File: src/rtl/gpio_mask_pkg.sv
package gpio_mask_pkg;
  localparam int unsigned HALF_W      = 16;
  localparam int unsigned BUS_W       = 32;
  localparam int unsigned DATA_BASE   = 'h00;
  localparam int unsigned DIR_BASE    = 'h08;
  localparam int unsigned EXT_ADDR    = 'h70;
  localparam int unsigned VER_ADDR    = 'h78;
  localparam logic [31:0] VERSION_ID  = 32'h0101_157C;
endpackage

File: src/rtl/gpio_half_reg.sv
module gpio_half_reg
  import gpio_mask_pkg::*;
#(
  parameter int unsigned W = HALF_W
) (
  input  logic           clk_i,
  input  logic           rst_ni,
  input  logic           wr_i,
  input  logic [2*W-1:0] wdata_i,
  output logic [W-1:0]   q_o
);
  for (genvar k = 0; k < W; k++) begin : g_bit
    always_ff @(posedge clk_i or negedge rst_ni) begin
      if (!rst_ni)                   q_o[k] <= 1'b0;
      else if (wr_i && wdata_i[W+k]) q_o[k] <= wdata_i[k];
    end
  end
endmodule

File: src/rtl/gpio_in_sync.sv
module gpio_in_sync #(
  parameter int unsigned W = 32
) (
  input  logic         clk_i,
  input  logic         rst_ni,
  input  logic [W-1:0] d_i,
  output logic [W-1:0] q_o
);
  logic [W-1:0] stage1;
  always_ff @(posedge clk_i or negedge rst_ni) begin
    if (!rst_ni) begin
      stage1 <= '0;
      q_o    <= '0;
    end else begin
      stage1 <= d_i;
      q_o    <= stage1;
    end
  end
endmodule

File: src/rtl/gpio_mask_port.sv
module gpio_mask_port
  import gpio_mask_pkg::*;
#(
  parameter int unsigned NUM_PINS = 32,
  parameter int unsigned ADDR_W   = 8
) (
  input  logic                clk_i,
  input  logic                rst_ni,
  input  logic [ADDR_W-1:0]   addr_i,
  input  logic                we_i,
  input  logic [BUS_W-1:0]    wdata_i,
  output logic [BUS_W-1:0]    rdata_o,
  input  logic [NUM_PINS-1:0] pin_i,
  output logic [NUM_PINS-1:0] pin_o,
  output logic [NUM_PINS-1:0] pin_oe_o
);
  localparam int unsigned NUM_HALVES = NUM_PINS / HALF_W;

  logic [NUM_PINS-1:0] pin_sync;
  logic [BUS_W-1:0]    rdata_d;
  logic [NUM_HALVES-1:0] data_hit, dir_hit;

  gpio_in_sync #(.W(NUM_PINS)) u_sync (
    .clk_i  (clk_i),
    .rst_ni (rst_ni),
    .d_i    (pin_i),
    .q_o    (pin_sync)
  );

  for (genvar h = 0; h < NUM_HALVES; h++) begin : g_half
    assign data_hit[h] = (addr_i == ADDR_W'(DATA_BASE + 4*h));
    assign dir_hit[h]  = (addr_i == ADDR_W'(DIR_BASE + 4*h));

    gpio_half_reg #(.W(HALF_W)) u_data (
      .clk_i   (clk_i),
      .rst_ni  (rst_ni),
      .wr_i    (we_i && data_hit[h]),
      .wdata_i (wdata_i[2*HALF_W-1:0]),
      .q_o     (pin_o[h*HALF_W +: HALF_W])
    );

    gpio_half_reg #(.W(HALF_W)) u_dir (
      .clk_i   (clk_i),
      .rst_ni  (rst_ni),
      .wr_i    (we_i && dir_hit[h]),
      .wdata_i (wdata_i[2*HALF_W-1:0]),
      .q_o     (pin_oe_o[h*HALF_W +: HALF_W])
    );
  end

  always_comb begin
    rdata_d = '0;
    for (int h = 0; h < int'(NUM_HALVES); h++) begin
      if (data_hit[h]) rdata_d[HALF_W-1:0] = pin_o[h*HALF_W +: HALF_W];
      if (dir_hit[h])  rdata_d[HALF_W-1:0] = pin_oe_o[h*HALF_W +: HALF_W];
    end
    if (addr_i == ADDR_W'(EXT_ADDR)) rdata_d = BUS_W'(pin_sync);
    if (addr_i == ADDR_W'(VER_ADDR)) rdata_d = VERSION_ID;
  end

  always_ff @(posedge clk_i or negedge rst_ni) begin
    if (!rst_ni) rdata_o <= '0;
    else         rdata_o <= rdata_d;
  end
endmodule

File: config.mk
export PLATFORM = sky130hd
export DESIGN_NAME = gpio_mask_port
export DESIGN_NICKNAME = d
export VERILOG_FILES = /design/src/rtl/gpio_mask_pkg.sv /design/src/rtl/gpio_half_reg.sv /design/src/rtl/gpio_in_sync.sv /design/src/rtl/gpio_mask_port.sv
export SDC_FILE = /design/constraint.sdc
export NUM_CORES = 1
export LEC_CHECK = 0
export BUFFER_PORTS_ARGS = -buffer_cell sky130_fd_sc_hd__buf_4
export CORE_MARGIN = 1.5
export CORE_UTILIZATION = 35
export DETAILED_ROUTE_END_ITERATION = 10
export PLACE_DENSITY = 0.58
export RECOVER_POWER = 25
export SYNTH_ARGS = -nofsm -noshare
export SYNTH_HDL_FRONTEND = slang
export SYNTH_SLANG_ARGS = --single-unit
File: constraint.sdc
create_clock -name clk_i -period 1.3 [get_ports clk_i]
set_input_delay 0.26 -clock clk_i [delete_from_list [all_inputs] [get_ports clk_i]]
set_output_delay 0.26 -clock clk_i [all_outputs]
set_load 0.01 [all_outputs]
Yosys cells after proc, flatten, opt, wreduce, memory -nomap -nowiden
Index checks and enable logic that the tools add are counted.

word-level totals
  register bits = 160
  logic and storage cells = 147
  output and inout port bits = 96
  input port bits = 75

cells by class
  equality and inequality tests = 5
  mux-type cells = 6
  reductions and logical operators = 69

operators with widths
  operator            number
  $logic_and 1x1->1   68
  $mux 16             4
  $mux 32             2
  $eq 8x4->1 const B  2
  $eq 8x7->1 const B  2
  $eq 8x3->1 const B  1
  $logic_not 8->1     1

Depth between registers and ports, before layout
  depth in word-level cells = 7
  mapped depth = 6
  mapped depth without buffers = 4

By module
Synthesis repeated with hierarchy kept, for this count alone.

second synthesis, totals
  cells, all modules = 412
  area total of the unflattened synthesis = 6090.8 µm²

by module, submodules not included
  module          area each (µm²)  sequential area each (µm²)  cells each  instances
  gpio_half_reg   700.7            400.4                       50          4
  gpio_mask_port  1686.6           800.8                       148         1
  gpio_in_sync    1601.5           1601.5                      64          1

Worst setup path before layout
No wires, ideal clock.

  path kind = input to register
  start point = in addr_i[4]
  end point = reg g_half[0].u_dir.q_o[10]
  path buffers = 1
  stages = 5
  data required time = 1.175 ns
  arrival time = 1.716 ns
  setup slack = -0.541 ns
  cells stage by stage = or4_4 -> nor4b_4 -> buf_6 -> nand2_1 -> mux2_4

on the way
  longest elaborated chain between the ends = 3

RTL lines
  what                           line                  RTL
  start, declared                gpio_mask_port.sv:9   input logic [ADDR_W-1:0] addr_i,
  $eq 8x4->1                     gpio_mask_port.sv:32  assign dir_hit[h] = (addr_i == ADDR_W'(DIR_BASE + 4*h));
  $logic_and 1x1->1              gpio_mask_port.sv:45  .wr_i (we_i && dir_hit[h]),
  $logic_and 1x1->1              gpio_half_reg.sv:15   else if (wr_i && wdata_i[W+k]) q_o[k] <= wdata_i[k];
  end signal, assigned by index  gpio_half_reg.sv:15
  end, declared                  gpio_half_reg.sv:10   output logic [W-1:0] q_o

No other way between the ends.
A chain may end at the register's enable or synchronous reset.

Final worst setup path
  start point = in addr_i[4]
  end point = reg g_half[0].u_data.q_o[5]

on the way
  longest elaborated chain between the ends = 3

RTL lines
  what                           line                  RTL
  $logic_not 8->1                gpio_mask_port.sv:31  assign data_hit[h] = (addr_i == ADDR_W'(DATA_BASE + 4*h));
  $logic_and 1x1->1              gpio_mask_port.sv:37  .wr_i (we_i && data_hit[h]),
  $logic_and 1x1->1              gpio_half_reg.sv:15
  end signal, assigned by index  gpio_half_reg.sv:15
  end, declared                  gpio_half_reg.sv:10

No other way between the ends.

==> results.json <==
{
  "die-area_mm2": 0.01810,
  "cts_tree": "done",
  "ys_ff_latch": 160,
  "min_path_type": "primary input to flop",
  "final_area_mm2": 0.009413,
  "switchingPower_mw": 2.885,
  "cts_max_path_buffers": 2,
  "leakage_nw": 4.577,
  "gp_congestion": 0.8195,
  "finalWirelength_um": 17520,
  "core_area_mm2": 0.01676,
  "whs_path_depth": 2,
  "grt_pass1_vias": 4672,
  "criticalPathCategory": "primary input to flop",
  "grt_start_max_net_pins": 48,
  "synth_area_mm2": 0.006055,
  "violations": "setup timing",
  "fmax_mhz": 660.4,
  "syn-num-nets": 529,
  "drive_gt1_share_pct": 53.08,
  "drt-initial-drc-count": 238,
  "track_usage_pct": 19.45,
  "boundaryPins": 171,
  "ys_seq_area_share_pct": 66.13,
  "rsz0062_at_grt": "true",
  "overflow": 0,
  "grt_pass1_wl_um": 26030,
  "diodes": 0,
  "tightestPinTransition_ps": 830.1,
  "p_sw_share_pct": 26.02,
  "finalSetupViolations": 44,
  "drc": 0,
  "fill_cells": 1385,
  "finalNetCount": 793,
  "hold_viol": 0,
  "ir_drop_uv": 937.1,
  "synth.avg_cell_area_um2": 13.34,
  "dp_hpwl_um": 11760,
  "multi_input_area_mm2": 0.002191,
  "numCtsBuffers": 17,
  "path_clk_slew_ps": 80,
  "worstSkewPairLatency_ps": 440,
  "portBuffers": 170,
  "power_frac_seq_pct": 47.0,
  "run_status": "finished, violations left",
  "cts.root.buffer_cell": "clkbuf_16",
  "fin_ws_ps": -214.3,
  "internal_power_mw": 8.201,
  "antenna_found_initial": 0,
  "yosysWarningCount": 0,
  "finClkSkew_ps": 14.06,
  "area_growth_pct": 55.47,
  "die_h_um": 134.5,
  "clockPowerShare_pct": 44.8,
  "placed_area_mm2": 0.008097,
  "vias": 4521,
  "netlist_instances": 454,
  "r2r_cells": 3,
  "powerDensity_mw_per_mm2": 1178,
  "finalSetupTns_ps": -6510,
  "comb_power_share_pct": 8.2,
  "slew_viol_final": 0,
  "period_share_pct": 116.5,
  "fp.dieW_um": 134.5,
  "drt_pre_antenna_iters": 4,
  "ant_nets": 0,
  "arrival_ps": 1820,
  "clock-sinks": 160,
  "worstPathMaxFanout": 6,
  "slew_headroom_pct": 44.66,
  "initial_core_util_pct": 36.13,
  "cp-end-kind": "flop",
  "htree_levels": 4,
  "drv_cap": 0,
  "cp.required_ps": 1610,
  "cp-start-kind": "primary input",
  "wire_per_inst_um": 18.42,
  "rows": 47,
  "seqCellArea_mm2": 0.004004,
  "synth_cell_types": 33,
  "min_period_ps": 1514,
  "routed_via_density": 4.754
}
[through the flow]
stage	power, mW	instances	setup WS, ps	utilization, %	hold slack (ps)
finish	11.09	951	-214.3	56.16	77.69
floorplan	5.505	454	-537.6	-	-35.59
global route	11.53	951	-222.5	56.16	61.49
detailed placement	6.102	864	-668.8	48.31	164.3
CTS	11.20	931	-184.1	54.23	55.74
global placement	6.084	864	-648.5	48.31	161.7
[metal layers]
metal	vias up	share of wire (%)	GRT usage (%)	wire length [µm]
met5	-	0	0	0
met4	0	2.1	7.646	369
met3	26	5.8	5.593	1015
met2	141	49	31.85	8544
met1	2250	43	24.41	7592
li1	2104	-	-	-
[timing repair]
action,in CTS,in global routing
gates resized for setup,10,32
endpoints found under the setup margin,55,91
setup buffers,2,17
endpoints found under the hold margin,55,0
cloned,0,3
hold buffers,33,0
pin swaps,8,8
[flip-flops by register name (all words and copies together), names as in the netlist]
name	count
g_half.u_data.q_o	32
g_half.u_dir.q_o	32
rdata_o	32
u_sync.stage1	32
u_sync.q_o	32
[area by class of cell]
type                            count  share of cell area, %
Clock buffer                       17                  4.519
Clock inverter                     15                  1.994
Inverter                            9                 0.3589
Multi-Input combinational cell    262                  23.28
Sequential cell                   160                  42.54
Tap cell                          220                  2.924
Timing Repair Buffer              268                  24.39
[cells in the mapped netlist]
master / n / area share [%]
nor4b_1: 1 / 0.14
nand2b_1: 9 / 0.93
nor4_4: 1 / 0.35
buf_1: 4 / 0.25
o2bb2ai_1: 8 / 1.2
mux2_2: 49 / 9.1
o211ai_1: 5 / 0.62
or2_2: 2 / 0.21
clkbuf_1: 13 / 0.81
nand3_1: 41 / 3.4
dfrtp_1: 160 / 66
a21oi_1: 13 / 1.1
buf_6: 1 / 0.19
o21ai_0: 16 / 1.3
nor4b_4: 1 / 0.39
mux2i_1: 5 / 0.83
nand2_1: 44 / 2.7
a22oi_1: 8 / 0.99
mux4_2: 3 / 1.1
nor2_1: 16 / 0.99
inv_1: 9 / 0.56
or4_4: 1 / 0.19
nor3b_2: 1 / 0.21
o21a_1: 2 / 0.25
and4b_1: 1 / 0.17
buf_4: 1 / 0.12
nor3_1: 1 / 0.083
and2_1: 16 / 1.7
nor4_1: 1 / 0.10
nor2b_1: 2 / 0.21
mux2_4: 10 / 2.5
buf_2: 4 / 0.33
mux2_1: 5 / 0.93
[path summary, 6_finish.rpt]
kind | start | to | slack [ps]
worst max-delay path | addr_i[4] | g_half[0].u_data.q_o[5]$_DFFE_PN0P_ | -210
worst min-delay path | wdata_i[14] | g_half[1].u_data.q_o[14]$_DFFE_PN0P_ | 80
worst max register to register | g_half[1].u_dir.q_o[6]$_DFFE_PN0P_ | rdata_o[6]$_DFF_PN0_ | 140
worst min register to register | u_sync.stage1[13]$_DFF_PN0_ | u_sync.q_o[13]$_DFF_PN0_ | 350
max in group asynchronous | rst_ni | u_sync.stage1[5]$_DFF_PN0_ | 80
min in group asynchronous | rst_ni | u_sync.stage1[9]$_DFF_PN0_ | 460
[power by group through the flow]
stage	Combinational, mW	Sequential [mW]	Clock [mW]
after floorplan	0.196	5.31	0
after global routing	0.984	5.22	5.32
after global placement	0.784	5.30	0
final	0.910	5.21	4.97
after CTS	0.887	5.21	5.11
after detailed placement	0.797	5.30	0
[placed cells by master, fill, tap and decap left out, types with 17 or more instances in the layout]
| cell type | netlist | routed |
|---|---|---|
| clkbuf_4 | 0 | 23 |
| dlygate4sd3_1 | 0 | 33 |
| clkbuf_16 | 0 | 20 |
| buf_6 | 1 | 17 |
| nand3_2 | 0 | 21 |
| dfrtp_1 | 160 | 160 |
| mux2_4 | 10 | 18 |
| nand2_1 | 44 | 26 |
| mux2_2 | 49 | 46 |
| nand3_1 | 41 | 18 |
| buf_4 | 1 | 184 |
[critical path, cell delays in order]
cell	delay (ps)
buf_6	90
or4_4	580
nor4_4	240
buf_6	170
clkbuf_16	170
nand2_2	50
mux2_2	260
[logic make-up (layout without fill, tap and decap cells)]
| kind of cell | after synthesis | after routing | synth area share (%) |
|---|---|---|---|
| flip-flops | 160 | 160 | 66.13 |
| AND/OR/NAND/NOR | 138 | 138 | 11.74 |
| multiplexers | 72 | 72 | 14.47 |
| AO/OA/AOI/OAI | 52 | 52 | 5.414 |
| buffers and inverters | 32 | 309 | 2.253 |
(Power assumes the default switching activity.)
